File: config.mk
export PLATFORM = sky130hd
export DESIGN_NAME = srch_pipe_q
export DESIGN_NICKNAME = d
export VERILOG_FILES = /design/src/rtl/sq_pkg.sv /design/src/rtl/sq_ctrl.sv /design/src/rtl/sq_slot.sv /design/src/rtl/sq_match.sv /design/src/rtl/srch_pipe_q.sv
export SDC_FILE = /design/constraint.sdc
export NUM_CORES = 1
export LEC_CHECK = 0
export BUFFER_PORTS_ARGS = -buffer_cell sky130_fd_sc_hd__buf_2
export CORE_MARGIN = 4
export CORE_UTILIZATION = 41
export CTS_BUF_LIST = sky130_fd_sc_hd__clkbuf_16
export DETAILED_ROUTE_END_ITERATION = 10
export PLACE_DENSITY = 0.77
export SETUP_SLACK_MARGIN = 0.15
export SYNTH_ARGS = -nofsm -noshare
export SYNTH_HDL_FRONTEND = slang
export SYNTH_SLANG_ARGS = --single-unit
File: constraint.sdc
create_clock -name clk -period 1.6 [get_ports clk]
set_input_delay 0.16 -clock clk [delete_from_list [all_inputs] [get_ports clk]]
set_output_delay 0.16 -clock clk [all_outputs]
set_load 0.01 [all_outputs]
File: src/rtl/sq_pkg.sv
package sq_pkg;
    typedef enum logic {
        Q_EMPTY = 1'b0,
        Q_HELD  = 1'b1
    } sq_state_e;
endpackage

File: src/rtl/sq_ctrl.sv
module sq_ctrl
    import sq_pkg::*;
(
    input  logic clk,
    input  logic rst_n,
    input  logic push_valid,
    input  logic pop,
    input  logic flush,
    output logic held,
    output logic pop_take,
    output logic push_ready,
    output logic push_err,
    output logic load
);
    sq_state_e state_q;
    sq_state_e state_d;
    logic      push_take;

    // Outputs: pop ordered first, push sees the freed slot.
    always_comb begin
        held       = (state_q == Q_HELD);
        pop_take   = pop && (state_q == Q_HELD);
        push_ready = (state_q == Q_EMPTY) || pop_take;
        push_take  = push_valid && push_ready;
        push_err   = push_valid && !push_ready;
        load       = push_take && !flush;
    end

    // Transitions: FILL, REFILL, DRAIN, FLUSH, STAY.
    always_comb begin
        state_d = state_q;
        unique case (state_q)
            Q_EMPTY: begin
                if (push_take && !flush) state_d = Q_HELD;          // FILL
            end
            Q_HELD: begin
                if (flush)                       state_d = Q_EMPTY; // FLUSH
                else if (pop_take && !push_take) state_d = Q_EMPTY; // DRAIN
                else                             state_d = Q_HELD;  // REFILL / STAY
            end
            default: state_d = Q_EMPTY;
        endcase
    end

    always_ff @(posedge clk or negedge rst_n) begin
        if (!rst_n) state_q <= Q_EMPTY;
        else        state_q <= state_d;
    end

    a_r10_flush_empties: assert property (@(posedge clk) disable iff (!rst_n)
        flush |=> (state_q == Q_EMPTY));

    a_r7_pop_drains: assert property (@(posedge clk) disable iff (!rst_n)
        (state_q == Q_HELD && pop && !push_valid && !flush) |=> (state_q == Q_EMPTY));

    a_r3_empty_pop_ignored: assert property (@(posedge clk) disable iff (!rst_n)
        (state_q == Q_EMPTY && pop && !push_valid) |=> (state_q == Q_EMPTY));

    a_r6_refill_stays: assert property (@(posedge clk) disable iff (!rst_n)
        (state_q == Q_HELD && pop && push_valid && !flush) |=> (state_q == Q_HELD));
endmodule

File: src/rtl/sq_slot.sv
module sq_slot #(
    parameter int PAYLOAD_W = 16,
    parameter int REG_W     = 5
) (
    input  logic                 clk,
    input  logic                 rst_n,
    input  logic                 load,
    input  logic [PAYLOAD_W-1:0] in_payload,
    input  logic [REG_W-1:0]     in_dst,
    input  logic                 in_dst_vld,
    output logic [PAYLOAD_W-1:0] out_payload,
    output logic [REG_W-1:0]     out_dst,
    output logic                 out_dst_vld
);
    always_ff @(posedge clk or negedge rst_n) begin
        if (!rst_n) begin
            out_payload <= '0;
            out_dst     <= '0;
            out_dst_vld <= 1'b0;
        end else if (load) begin
            out_payload <= in_payload;
            out_dst     <= in_dst;
            out_dst_vld <= in_dst_vld;
        end
    end
endmodule

File: src/rtl/sq_match.sv
module sq_match #(
    parameter int REG_W = 5
) (
    input  logic             live,
    input  logic [REG_W-1:0] dst,
    input  logic             dst_vld,
    input  logic [REG_W-1:0] key,
    output logic             hit
);
    always_comb begin
        hit = live && dst_vld && (dst == key);
    end
endmodule

File: src/rtl/srch_pipe_q.sv
module srch_pipe_q #(
    parameter int PAYLOAD_W = 16,
    parameter int REG_W     = 5,
    parameter int NUM_QRY   = 2
) (
    input  logic                       clk,
    input  logic                       rst_n,
    input  logic                       push_valid,
    input  logic [PAYLOAD_W-1:0]       push_payload,
    input  logic [REG_W-1:0]           push_dst,
    input  logic                       push_dst_vld,
    output logic                       push_ready,
    output logic                       push_err,
    input  logic                       pop,
    input  logic                       flush,
    output logic                       head_valid,
    output logic [PAYLOAD_W-1:0]       head_payload,
    output logic [REG_W-1:0]           head_dst,
    output logic                       head_dst_vld,
    input  logic [NUM_QRY*REG_W-1:0]   qry_key,
    output logic [NUM_QRY-1:0]         qry_hit
);
    logic pop_take;
    logic load;
    logic live;

    sq_ctrl u_ctrl (
        .clk        (clk),
        .rst_n      (rst_n),
        .push_valid (push_valid),
        .pop        (pop),
        .flush      (flush),
        .held       (head_valid),
        .pop_take   (pop_take),
        .push_ready (push_ready),
        .push_err   (push_err),
        .load       (load)
    );

    sq_slot #(.PAYLOAD_W(PAYLOAD_W), .REG_W(REG_W)) u_slot (
        .clk         (clk),
        .rst_n       (rst_n),
        .load        (load),
        .in_payload  (push_payload),
        .in_dst      (push_dst),
        .in_dst_vld  (push_dst_vld),
        .out_payload (head_payload),
        .out_dst     (head_dst),
        .out_dst_vld (head_dst_vld)
    );

    // Search sees the queue after this cycle's pop, before the push.
    assign live = head_valid && !pop_take;

    for (genvar gi = 0; gi < NUM_QRY; gi++) begin : g_qry
        sq_match #(.REG_W(REG_W)) u_match (
            .live    (live),
            .dst     (head_dst),
            .dst_vld (head_dst_vld),
            .key     (qry_key[gi*REG_W +: REG_W]),
            .hit     (qry_hit[gi])
        );

        a_r8_hit_live: assert property (@(posedge clk) disable iff (!rst_n)
            qry_hit[gi] |-> (head_valid && !pop && head_dst == qry_key[gi*REG_W +: REG_W]));

        a_r9_no_dst_no_hit: assert property (@(posedge clk) disable iff (!rst_n)
            !head_dst_vld |-> !qry_hit[gi]);
    end

    a_r5_fill_payload: assert property (@(posedge clk) disable iff (!rst_n)
        (push_valid && push_ready && !flush) |=>
            (head_valid && head_payload == $past(push_payload) && head_dst == $past(push_dst)));

    a_r4_stall_keeps: assert property (@(posedge clk) disable iff (!rst_n)
        (push_valid && !push_ready && !flush) |=>
            (head_valid && $stable(head_payload) && $stable(head_dst)));
endmodule

==> results of run 1 <==
-- power breakdown --
group          leakage [nW]  internal (W)  switching (W)
clock                0.0409      0.000335       0.000182
sequential            0.271      0.000679      0.0000641
combinational         0.415      0.000230       0.000179
total                 0.728       0.00124       0.000424
-- cells by family after synthesis --
kind of cell / Yosys count
DFF: 23
buffers and inverters: 5
xor gates and xnor gates: 10
and+or+nand+nor: 10
muxes: 22
-- metal layers --
| metal | track usage (%) | share of wire [%] | wire, um | vias to the layer above |
|---|---|---|---|---|
| met1 | 18.5 | 39 | 855 | 339 |
| met3 | 4.68 | 13 | 292 | 2 |
| li1 | - | - | - | 372 |
| met5 | 0 | 0 | 0 | - |
| met4 | 4.97 | 0.37 | 8 | 0 |
| met2 | 22.4 | 47 | 1020 | 46 |
-- synthesized netlist by cell type, types with 2 or more instances --
cell,instances,area (um^2)
sky130_fd_sc_hd__dfrtp_1,23,576
sky130_fd_sc_hd__mux2_2,21,236
sky130_fd_sc_hd__xnor2_1,8,70.1
sky130_fd_sc_hd__buf_4,2,15.0
sky130_fd_sc_hd__buf_6,2,22.5
sky130_fd_sc_hd__nand4_1,2,12.5
sky130_fd_sc_hd__nor2_1,2,7.51
sky130_fd_sc_hd__nor3_1,2,10.0
sky130_fd_sc_hd__xor2_1,2,17.5
-- sequential cells by signal (all words and copies together) (netlist names) --
name,flops
u_ctrl.held,1
u_slot.out_dst,5
u_slot.out_dst_vld,1
u_slot.out_payload,16
-- cell usage in the layout (no fill, tap or decap) --
cell type | synthesis | final
sky130_fd_sc_hd__buf_2 | 0 | 63
sky130_fd_sc_hd__dfrtp_1 | 23 | 23
sky130_fd_sc_hd__mux2_2 | 21 | 21
sky130_fd_sc_hd__xnor2_1 | 8 | 7
sky130_fd_sc_hd__clkbuf_16 | 0 | 3
sky130_fd_sc_hd__nand4_1 | 2 | 2
sky130_fd_sc_hd__xor2_1 | 2 | 2
sky130_fd_sc_hd__nor2_1 | 2 | 2
sky130_fd_sc_hd__buf_6 | 2 | 2
sky130_fd_sc_hd__buf_4 | 2 | 2
sky130_fd_sc_hd__nor2b_4 | 1 | 1
sky130_fd_sc_hd__nand2_2 | 0 | 1
sky130_fd_sc_hd__nor3_1 | 2 | 1
sky130_fd_sc_hd__xnor2_2 | 0 | 1
sky130_fd_sc_hd__nor3_2 | 0 | 1
sky130_fd_sc_hd__inv_1 | 1 | 1
sky130_fd_sc_hd__and2_1 | 1 | 1
sky130_fd_sc_hd__nor3b_4 | 1 | 1
sky130_fd_sc_hd__mux2_1 | 1 | 1
sky130_fd_sc_hd__clkinv_2 | 0 | 1
sky130_fd_sc_hd__dlygate4sd3_1 | 0 | 1
-- worst max-delay path: stages, from the launching register on --
cell                      delay [ns]
sky130_fd_sc_hd__dfrtp_1        0.42
sky130_fd_sc_hd__xnor2_1        0.16
sky130_fd_sc_hd__nand4_1        0.15
sky130_fd_sc_hd__nor3_2         0.18
sky130_fd_sc_hd__buf_2          0.14
-- how the worst max path moves through the flow --
stage	cells after the start	slack [ns]	to
6_report	4	0.14	qry_hit[1]
5_1_grt	4	0.07	qry_hit[1]
4_1_cts	4	0.13	qry_hit[0]
3_5_place_dp	4	0.20	u_slot.out_payload[9]$_DFFE_PN0P_
3_3_place_gp	4	0.24	u_slot.out_payload[10]$_DFFE_PN0P_
2_1_floorplan	4	0.19	u_slot.out_payload[10]$_DFFE_PN0P_
-- through the flow --
stage                     utilization, %  instances  total power (W)  cell area (um^2)  worst slack (ns)
final                               64.4        166          0.00167              1480             0.139
after global routing                64.4        166          0.00178              1480            0.0736
after CTS                           63.1        165          0.00169              1450             0.133
after detailed placement            58.9        159          0.00115              1350             0.203
after global placement              58.9        159          0.00113              1350             0.241
after floorplan                        -         70         0.000960              1020             0.185
-- layout make-up --
type,count,area [um^2]
clock inverters,1,5.00
well taps,28,35.0
fillers,196,817
multi-input cells,42,423
inverters,1,3.75
flip-flops and latches,23,576
clock buffers,3,75.1
repair buffers,68,363
-- repair_timing --
| action | 4_1_cts | 5_1_grt |
|---|---|---|
| buffers inserted | 1 | 1 |
| resized for setup | 0 | 5 |
| hold buffers | 1 | 0 |
| pin swaps | 7 | 3 |
| cloned | 0 | 0 |
| endpoints found under the hold margin | 23 | 0 |
| setup endpoints to repair | 2 | 24 |
==> metrics list, run 1 <==
- The run finished with clean final reports.
- Portion of the clock cycle consumed by the worst path in the final layout: 91.3%
- Synthesis-to-layout area growth: 44.4%
- After layout, the minimum clock period comes to between 1 and 1.5 ns.
- Power spread over the standard cell area amounts to between 1000 and 1500 nW/um^2.
* CTS tree: done
- Initial antenna violation count: 0
* Total of flip-flops plus latches after synthesis: 23
- Dominant synthesized flop cell: sky130_fd_sc_hd__dfrtp_1
- Placement Rows: 17
- First-pass GRT wire length: 3640 um
* Fraction of synthesis flops using an asynchronous set or reset pin: 100%
* Crit. End Element: primary output
- Of the synthesized area, sequential elements account for roughly 56%.
- Post-Synth Adder-Cell Area: 0%
- The via count of the first global-routing pass was between 800 and 900.
- Pin count of the biggest net entering global routing: 24
- Derived from the worst setup path, the maximum achievable clock frequency is slightly below 700 MHz.
- In this run the static leakage power is 0.728 nW.
* DR vias: 759
* Post-synth net total: ~110
- The tree is rooted in a sky130_fd_sc_hd__clkbuf_16.
* Share of synthesized area spent on multiplexers: roughly a quarter
- Start-to-end type of the worst setup path: reg2out
- HPWL after DPL: 1730 um
* Die area: about 3400 um^2
* Detail-routed via count per cell: about 4.6
- Fraction of final layout cells with drive strength greater than 1: 70.3%
* CTS max path bufs: 2
- Final setup vio count: 0
- At the worst endpoint, the required time is ~1.4 ns.
* Horizontal extent of the die: about 58 um
- Final nets: 176
- Grt ovf: 0
- Final hold slack: between 0.1 and 0.15 ns
- In the final timing run, aggregate negative setup slack is 0 ns.
- The cell area that synthesis handed to floorplanning was around 1000 um^2.
- The worst setup path is launched from a flip-flop.
- By area, the combinational part of the netlist is dominated by multiplexers.
* DRT antenna net count: 0
- Effective utilization at floorplan: 44.6%
* Clock latency of the later-clocked register in the worst-skew pair: about 0.25 ns
* Transition time at the pin with the least slew margin: 0.485 ns
* Number of design-rule violations left by the first detailed-router iteration: 8
* Quantity of I/O buffers inserted on ports: 63
- The congestion estimate from routability-driven global placement came to between 0.7 and 0.8.
* Logic depth of the worst register-to-register path: 4
- Worst Setup SP: u_slot.out_dst[4]$_DFFE_PN0P_
- Setup repair after global routing could not meet its margin everywhere.
- # IOs: between 60 and 70
- The endpoint identified for the worst register-to-register timing path is u_slot.out_payload[0]$_DFFE_PN0P_.
* Largest fanout on the critical path: 4
* Worst flop-to-flop path startpoint: u_ctrl.held$_DFF_PN0_
- Max-slew violations: 0
* WP data arrival: approximately 1.3 ns
* Synthesized instance count: 70
* Drt drc: 0
* Yosys warning total: 0
- Max-cap violations in this run came to 0.
* Slack of the worst reg-to-reg path: between 0.2 and 0.25 ns
- For this run, the total global-route usage over all layers was measured as roughly 14%.
* Share of the synthesized netlist area taken by xor and xnor gates: under 10%
- The min-delay analysis places its worst path in the category in2reg.
- After clock tree synthesis, the clock-pin slew on the worst setup and hold paths is about 0.06 ns.
- The startpoint identified for the worst hold timing path is flush.
* Routed wire per std cell: about 13 um
* Worst min-delay path endpoint: u_ctrl.held$_DFF_PN0_
- Counting the buffers created by CTS gives 3.
- The repair_antennas step left the layout with diodes totalling 0.
- Of the total synthesized cell area, the portion taken by AND, OR, NAND and NOR gates is roughly 7.1%.
- H-Tree Depth: 1
- The number of different library cells used by synthesis comes to 15.
- The total area inside the core boundary comes to ~2300 um^2.
* Detailed-router iteration count before antenna repair: 3
- Post-synthesis compound-gate area fraction: 0%
* Worst Clk Skew: 0.00141 ns
* Number of hold-slack violations in the final timing report: 0
* Mean Syn Cell Area: about 15 um^2
- Worst Hold Depth: 2
- The worst pin sits at a relative slew slack of between 60% and 70%.
- Worst IR Drop VDD: about 800 uV
- Die Span Y: a little under 60 um
- Number of flops mapped to enable cells by yosys: 0
- Sum of routed wire length over all layers: approximately 2200 um
* Sinks on Clock Net: 23
(Power assumes the default switching activity.)
==> run 2, diff against run 1 <==
ABC_AREA = 1   (was not set)
CORE_UTILIZATION = 43   (was 41)
PLACE_DENSITY = 0.78   (was 0.77)
==> run 2 against run 1 <==
Against the previous run:
- combinational power decreased by 3%
- sequential cell count unchanged
- sequential power shrank 2.8%
- synthesized cell count up 100%
- critical path type unchanged
- critical endpoint unchanged
- largest cell class unchanged
- highest routed layer unchanged
==> metrics list, run 2 <==
- Among all flip-flop cells after synthesis, the most frequent one is sky130_fd_sc_hd__dfrtp_1.
- Post-placement setup slack: 0.434 ns
* Time the final worst path needs with I/O delays and setup: approximately 1.4 ns
- For this run, the register share of the synthesized area comes to between 50% and 60%.
* Pin count of the biggest net entering global routing: 27
- For this run, design rule violations remaining after detail routing come to 0.
- Net switching is 27.9% of the power.
* Die area: 3520 um^2
- Global routing consumed, over all layers together, between 10% and 20% of the routing resources.
- Fraction of power consumed by combinational cells: between 20% and 30%
* Clock power share: about a third
- Counting along the longest clock path gives a buffer depth of 2.
- Largest fanout on the critical path: 4
* Fin Setup TNS: 0 ns
- By instance count, the leading cell after synthesis is sky130_fd_sc_hd__nand2_1.
- The largest registers in the layout are u_slot.out_payload (16), u_slot.out_dst (5).
- Routed wire per std cell: 11.3 um
- On the critical path, the stage with the largest delay is an instance of sky130_fd_sc_hd__dfrtp_1.
* Synthesized instance count: approximately 140
* Top register by number of flip-flops: u_slot.out_payload
- Area share of the leading cell type in the synthesized netlist: approximately half
- At the worst endpoint, the arrival time is between 1 and 1.5 ns.
* Post-synth net total: around 180
- Summed over all cells, the static leakage comes to around 0.94 nW.
* Sinks on Clock Net: 23
- Mean Syn Cell Area: 7.97 um^2
- 64 I/O pins were placed.
- Placement Rows: 18
* H-Tree Depth: 1
* Routability-driven placement congestion ratio: around 0.76
* Final setup slack of the worst path: approximately 0.24 ns
- For the worst-skew pair, the clock arrives at the later sink with an insertion delay of about 0.25 ns.
- Final setup vio count: 0
- The number of clock buffers added by TritonCTS is 3.
- Fraction of synthesis flops using an asynchronous set or reset pin: between 90% and 100%
- Flip-flop count of the largest register, all copies and words added: 16
- The initial antenna violation count is 0.
- Cell accounting for the most synthesized area: sky130_fd_sc_hd__dfrtp_1
* Horizontal extent of the die: approximately 60 um
* Start-to-end type of the worst setup path: reg2out
- Detailed-router iteration count before antenna repair: 4
- Count of buffer and inverter cells on the critical path: 2
* Effective utilization at floorplan: between 40% and 50%
- Power spread over the standard cell area amounts to between 1000 and 1500 nW/um^2.
- Counting the fill cells in the layout gives about 250.
- Total internal power: about 0.0012 W
- The signal on the critical path passes through buf_4, xnor2_1, nand2_1, nor2_1, buf_2.
- The analysis attributes to net switching a power of roughly 0.00046 W.
* Die Span Y: a little under 60 um
* Sum of routed wire length over all layers: approximately 2700 um
- Maxcap violations: 0
- Final nets: ~250
- Cell chosen for the clock root: sky130_fd_sc_hd__clkbuf_16
- TritonCTS built the clock tree.
* Grt ovf: 0
- The first global-routing pass estimated roughly 4200 um of wire.
* Number of flops mapped to enable cells by yosys: 0
* Unique masters post-synth: 14
- The via count of the first global-routing pass came to about 980.
- Synthesis-to-layout area growth: 38.7%
- The cell area that synthesis handed to floorplanning was 1130 um^2.
* Worst Clk Skew: about 0.0017 ns
- Leaving out fill and tap cells, the most frequent cells in the layout are 63 x sky130_fd_sc_hd__buf_2, 58 x sky130_fd_sc_hd__nand2_1, 23 x sky130_fd_sc_hd__dfrtp_1.
* Number of hold-slack violations in the final timing report: 0
- Quantity of I/O buffers inserted on ports: between 60 and 70
* Area of the placeable core: 2500 um^2
* Setup repair after global routing missed its margin: no
- Dividing the final minimum period by the clock period gives between 80% and 90%.
- Registers take 576 um^2.
- Area occupied by multi-input gates: between 400 and 500 um^2
- 0 antenna diodes ended up in the layout.
- Cell family contributing the most delay on the critical path: flip-flops
- Required time of the critical path: 1.44 ns
* Worst IR Drop VDD: about 740 uV
- DRT antenna net count: 0
* Yosys warning total: 0
- Max Fclk: approximately 730 MHz
- Max-slew violations: 0
* DR vias: between 1000 and 1500
- Run status: completed
* Min-delay worst type: in2reg
- Transition time at the pin with the least slew margin: approximately 0.49 ns
- Proportion of power drawn by flip-flops and latches: between 40 and 50%
* Synth area leaders: sky130_fd_sc_hd__dfrtp_1 51%, sky130_fd_sc_hd__nand2_1 20%, sky130_fd_sc_hd__nand3_1 8.4%, sky130_fd_sc_hd__inv_1 3.6%, sky130_fd_sc_hd__nor2_1 3.6%
- Startpoint kind of the worst setup timing path: flip-flop
- Total of flip-flops plus latches after synthesis: 23
* Maximum single-stage delay on the critical path: slightly above 0.4 ns
* Fraction of final layout cells with drive strength greater than 1: between 30% and 40%
- Using the TritonRoute via totals, the vias-per-cell ratio works out to roughly 4.6.
- After the first detailed-routing iteration, the DRC count stood at 46.
- Crit. End Element: primary output
* Relative slew slack: a little under 70%
- The library cell used most frequently in the layout, excluding fill and tap cells, is sky130_fd_sc_hd__buf_2.
- The commonest cells after synthesis are 59 x sky130_fd_sc_hd__nand2_1, 23 x sky130_fd_sc_hd__dfrtp_1, 19 x sky130_fd_sc_hd__nand3_1.
- Clock slew seen by the registers of the worst setup and hold paths: 0.06 ns
- For this run, the share of the core covered by cells in the final layout is 62.8%.
- Detailed placement ended at an HPWL of about 2000 um.
## run 2: cell types whose count changed after synthesis, moves of 2 or more
cell / change
sky130_fd_sc_hd__nand4_1: -2
sky130_fd_sc_hd__xnor2_1: -4
sky130_fd_sc_hd__buf_2: +2
sky130_fd_sc_hd__xor2_1: -2
sky130_fd_sc_hd__nand2_1: +58
sky130_fd_sc_hd__mux2_2: -21
sky130_fd_sc_hd__inv_1: +10
sky130_fd_sc_hd__nand3_1: +19
sky130_fd_sc_hd__a21oi_1: +3
sky130_fd_sc_hd__nor2_1: +9
sky130_fd_sc_hd__nor3_1: -2
sky130_fd_sc_hd__a21oi_2: +2
## run 2: timing repair
action	4_1_cts	5_1_grt
endpoints found under the setup margin	0	4
buffers inserted	0	4
hold endpoints to repair	23	0
hold buffers	1	0
resized for setup	0	4
## run 2: routing by layer
| layer | vias up | part of all wire (%) | track usage, % | wire length [um] |
|---|---|---|---|---|
| met5 | - | 0 | 0 | 0 |
| met4 | 0 | 0.44 | 3.88 | 12 |
| met3 | 2 | 9.1 | 3.49 | 247 |
| met2 | 44 | 50 | 27.3 | 1350 |
| met1 | 489 | 40 | 19.1 | 1090 |
| li1 | 570 | - | - | - |
## run 2: logic make-up (layout without fill, tap and decap cells)
logic type      after synthesis  in the layout  synth area share (%)
compound gates                5              5                  2.87
xor+xnor                      4              4                  3.09
buf+inv                      19             86                  8.84
flops                        23             23                  50.8
simple gates                 91             91                  34.4
## run 2: final cells by class
type                       count  share of cell area (%)
inverter                      12                    2.87
timing repair buffer          70                    23.6
clock inverter                 1                   0.319
clock buffer                   3                    4.78
multi-input combinational    100                    29.4
sequential                    23                    36.7
tap                           30                    2.39
## run 2: power groups by stage
stage,Combinational [W],Clock [W],Sequential (W)
after CTS,0.000373,0.000534,0.000722
after floorplan,0.000160,0,0.000767
after global routing,0.000446,0.000565,0.000732
after global placement,0.000362,0,0.000728
final,0.000394,0.000522,0.000722
after detailed placement,0.000371,0,0.000731
## run 2: worst paths after layout
kind | startpoint | endpoint | slack, ns | depth (start not counted)
max in group asynchronous | rst_n | u_slot.out_payload[12]$_DFFE_PN0P_ | 0.86 | 2
worst max register to register | u_ctrl.held$_DFF_PN0_ | u_slot.out_dst[4]$_DFFE_PN0P_ | 0.52 | 4
worst min-delay path | push_payload[4] | u_slot.out_payload[4]$_DFFE_PN0P_ | 0.14 | 3
min in group asynchronous | rst_n | u_slot.out_payload[2]$_DFFE_PN0P_ | 0.41 | 2
worst min register to register | u_slot.out_payload[11]$_DFFE_PN0P_ | u_slot.out_payload[11]$_DFFE_PN0P_ | 0.46 | 2
worst max-delay path | u_slot.out_dst[0]$_DFFE_PN0P_ | qry_hit[1] | 0.24 | 5
## run 2: tightest hold or removal path, delay by kind of cell
kind                   cells  cell delay [ns]
buffers and inverters      1             0.07
AND/OR/NAND/NOR            2             0.12
## run 2: stage by stage
stage	hold WS (ns)	std cells	power (W)	cell area (um^2)
finish	0.141	239	0.00164	1570
global route	0.150	239	0.00174	1570
CTS	0.140	235	0.00163	1540
detailed placement	0.158	230	0.00110	1450
global placement	0.158	230	0.00109	1450
floorplan	-0.136	142	0.000927	1130
==> run 3, diff against run 2 <==
ABC_AREA = not set   (was 1)
CORE_ASPECT_RATIO = 0.75   (was not set)
CORE_UTILIZATION = 41   (was 43)
PLACE_DENSITY = 0.77   (was 0.78)
==> run 3 against run 2 <==
Against the previous run:
- first-iteration DRC count shrank 65%
- wire length down 2.7%
- register-to-register slack lost 0.39 ns
- largest cell class unchanged
- largest power group unchanged
- highest routed layer unchanged
==> metrics list, run 3 (synthesized netlist as in run 1, its figures left out) <==
- The run finished with clean final reports.
* Clock latency of the later-clocked register in the worst-skew pair: 0.25 ns
* Largest fanout on the critical path: 4
- In this run the worst setup path begins at u_slot.out_dst[4]$_DFFE_PN0P_.
* Worst flop-to-flop path startpoint: u_ctrl.held$_DFF_PN0_
- The largest single stage delay on the critical path is 0.44 ns.
- H-Tree Depth: 1
- Top register by number of flip-flops: u_slot.out_payload
- Quantity of I/O buffers inserted on ports: between 60 and 70
* Setup repair after global routing missed its margin: yes
- Based on the critical path, the design can be clocked at up to ~670 MHz.
- # IOs: 64
- Final cell count without fillers: 175
- The tree is rooted in a sky130_fd_sc_hd__clkbuf_16.
* Area of the placeable core: 2350 um^2
* Worst IR Drop VDD: between 800 and 900 uV
* Routed wire per std cell: between 15 and 20 um
* Vias in the first global route: ~800
* DR vias: approximately 800
- Die area: 3370 um^2
- The multi-input combinational cells in the finished layout cover a total of ~450 um^2.
- The count of pins over their slew limit was 0.
* Cell family contributing the most delay on the critical path: flip-flops
* Commonest cells after routing, fill and taps aside: 63 x sky130_fd_sc_hd__buf_2, 21 x sky130_fd_sc_hd__dfrtp_1, 14 x sky130_fd_sc_hd__mux2_2
- GRT Resource Usage Total: roughly 14%
* Slack of the worst reg-to-reg path: 0.13 ns
- CTS max path bufs: 2
* Crit. End Element: primary output
- After routing, the total negative slack on setup checks comes to 0 ns.
* Standard cell with the maximum stage delay on the critical path: sky130_fd_sc_hd__dfrtp_2
- Final hold slack: between 0.1 and 0.15 ns
* Total clock buffers created by CTS: 3
- Detail-routed via count per cell: roughly 4.6
- After clock tree synthesis, the clock-pin slew on the worst setup and hold paths is roughly 0.060 ns.
* Endpoint of the lowest-slack register-to-register path: u_slot.out_payload[5]$_DFFE_PN0P_
- For this run, the post-layout net count is approximately 180.
- LEAKAGE: 0.787 nW
* Ant diodes: 0
* Filler cell count: 181
* CTS tree: done
* Leading cell type in the layout, fill and taps excluded: sky130_fd_sc_hd__buf_2
- Total placed cells including tap cells: approximately 160
- After the first detailed-routing iteration, the DRC count stood at 16.
- The register with the most flip-flops in the layout has 16 of them.
- The critical path crosses 4 cells after its start point.
- For the worst flop-to-flop path, the logic depth is 5.
* Worst setup path endpoint: qry_hit[0]
* Drt drc: 0
- Number of hold-slack violations in the final timing report: 0
- Footprint of the flip-flops and latches: 578 um^2
- Portion of the clock cycle consumed by the worst path in the final layout: ~94%
- Cell-by-cell trace of the critical path: xnor2_1, nand4_1, nor3_1, buf_2
- Die Span Y: 51.3 um
* Detailed-router iteration count before antenna repair: 2
- Row generation in the floorplan step produced 15 rows.
- The initial antenna violation count came to 0.
- Across the run, the number of max-cap violations was 0.
- Start-to-end type of the worst setup path: reg2out
* Final setup vio count: 0
* Horizontal extent of the die: 65.7 um
* Power density relative to cell area: between 1000 and 1500 nW/um^2
- HPWL after DPL: approximately 1700 um
* Routability-driven placement congestion ratio: around 0.64
- Sum of routed wire length over all layers: 2630 um
- The first global-routing pass estimated 3510 um of wire.
- The number of buffers and inverters on the critical path is 1.
- Once the floorplan was initialized, standard cells occupied 43.7% of the core.
* Startpoint kind of the worst setup timing path: flip-flop
* Relative slew slack: about two thirds
* Worst Clk Skew: 0.00128 ns
- The worst path in the final design needs a cycle of about 1.5 ns, including I/O delays and setup.
- WP data arrival: 1.34 ns
- DRT antenna net count: 0
- Required time of the critical path: between 1 and 1.5 ns
- Grt ovf: 0
* Fraction of final layout cells with drive strength greater than 1: 72.3%
* Min-delay worst type: in2reg
- For the pin with the worst max-slew slack, the measured transition is 0.491 ns.
* Synthesis-to-layout area growth: 55.3%
* Pin count of the biggest net entering global routing: 24
- The clock drives 23 sinks.
- Largest registers ranked by flip-flop count: u_slot.out_payload (16), u_slot.out_dst (5)
[run 3: routing by layer]
layer	vias to the layer above	GRT usage [%]	share of wire (%)
met2	28	24.8	55
li1	378	-	-
met3	2	3.74	5.6
met5	-	0	0
met4	0	3.10	0.65
met1	389	16.0	38
[run 3: timing repair]
action                                 CTS  global route
buffers inserted                         1             2
pin swaps                                4             4
endpoints found under the hold margin   23             0
cloned                                   0             3
setup endpoints to repair                2            15
resized for setup                        0            13
hold buffers                             1             0
[run 3: through the flow]
| stage | cell area, um^2 | setup WS [ns] | power (W) | utilization [%] |
|---|---|---|---|---|
| global placement | 1370 | 0.246 | 0.00113 | 58.2 |
| detailed placement | 1370 | 0.205 | 0.00115 | 58.2 |
| CTS | 1460 | 0.150 | 0.00169 | 62.3 |
| global route | 1590 | 0.0191 | 0.00183 | 67.8 |
| finish | 1590 | 0.0987 | 0.00173 | 67.8 |
| floorplan | 1020 | 0.185 | 0.000960 | - |
[run 3: area by class of cell]
type	count	share of cell area (%)
clock buffer	3	4.72
clock inverter	1	0.314
inverter	1	0.236
multi-input combinational	42	28.5
sequential	23	36.3
tap	34	2.67
timing repair buffer	71	27.2
[run 3: power breakdown]
| part | leakage, nW | switching (W) | total (W) | internal [W] |
|---|---|---|---|---|
| registers | 0.269 | 0.0000737 | 0.000754 | 0.000681 |
| logic | 0.477 | 0.000189 | 0.000456 | 0.000267 |
| clock network | 0.0409 | 0.000189 | 0.000524 | 0.000335 |
| total | 0.787 | 0.000452 | 0.00173 | 0.00128 |
[run 3: worst min path at each step]
stage               slack [ns]                                end  depth (start not counted)  start
finish                    0.12              u_ctrl.held$_DFF_PN0_                          2  flush
global route              0.12              u_ctrl.held$_DFF_PN0_                          2  flush
CTS                       0.12              u_ctrl.held$_DFF_PN0_                          2  flush
detailed placement        0.16  u_slot.out_payload[3]$_DFFE_PN0P_                          1  rst_n
global placement          0.14  u_slot.out_payload[1]$_DFFE_PN0P_                          1  rst_n
floorplan                -0.14              u_ctrl.held$_DFF_PN0_                          0  rst_n
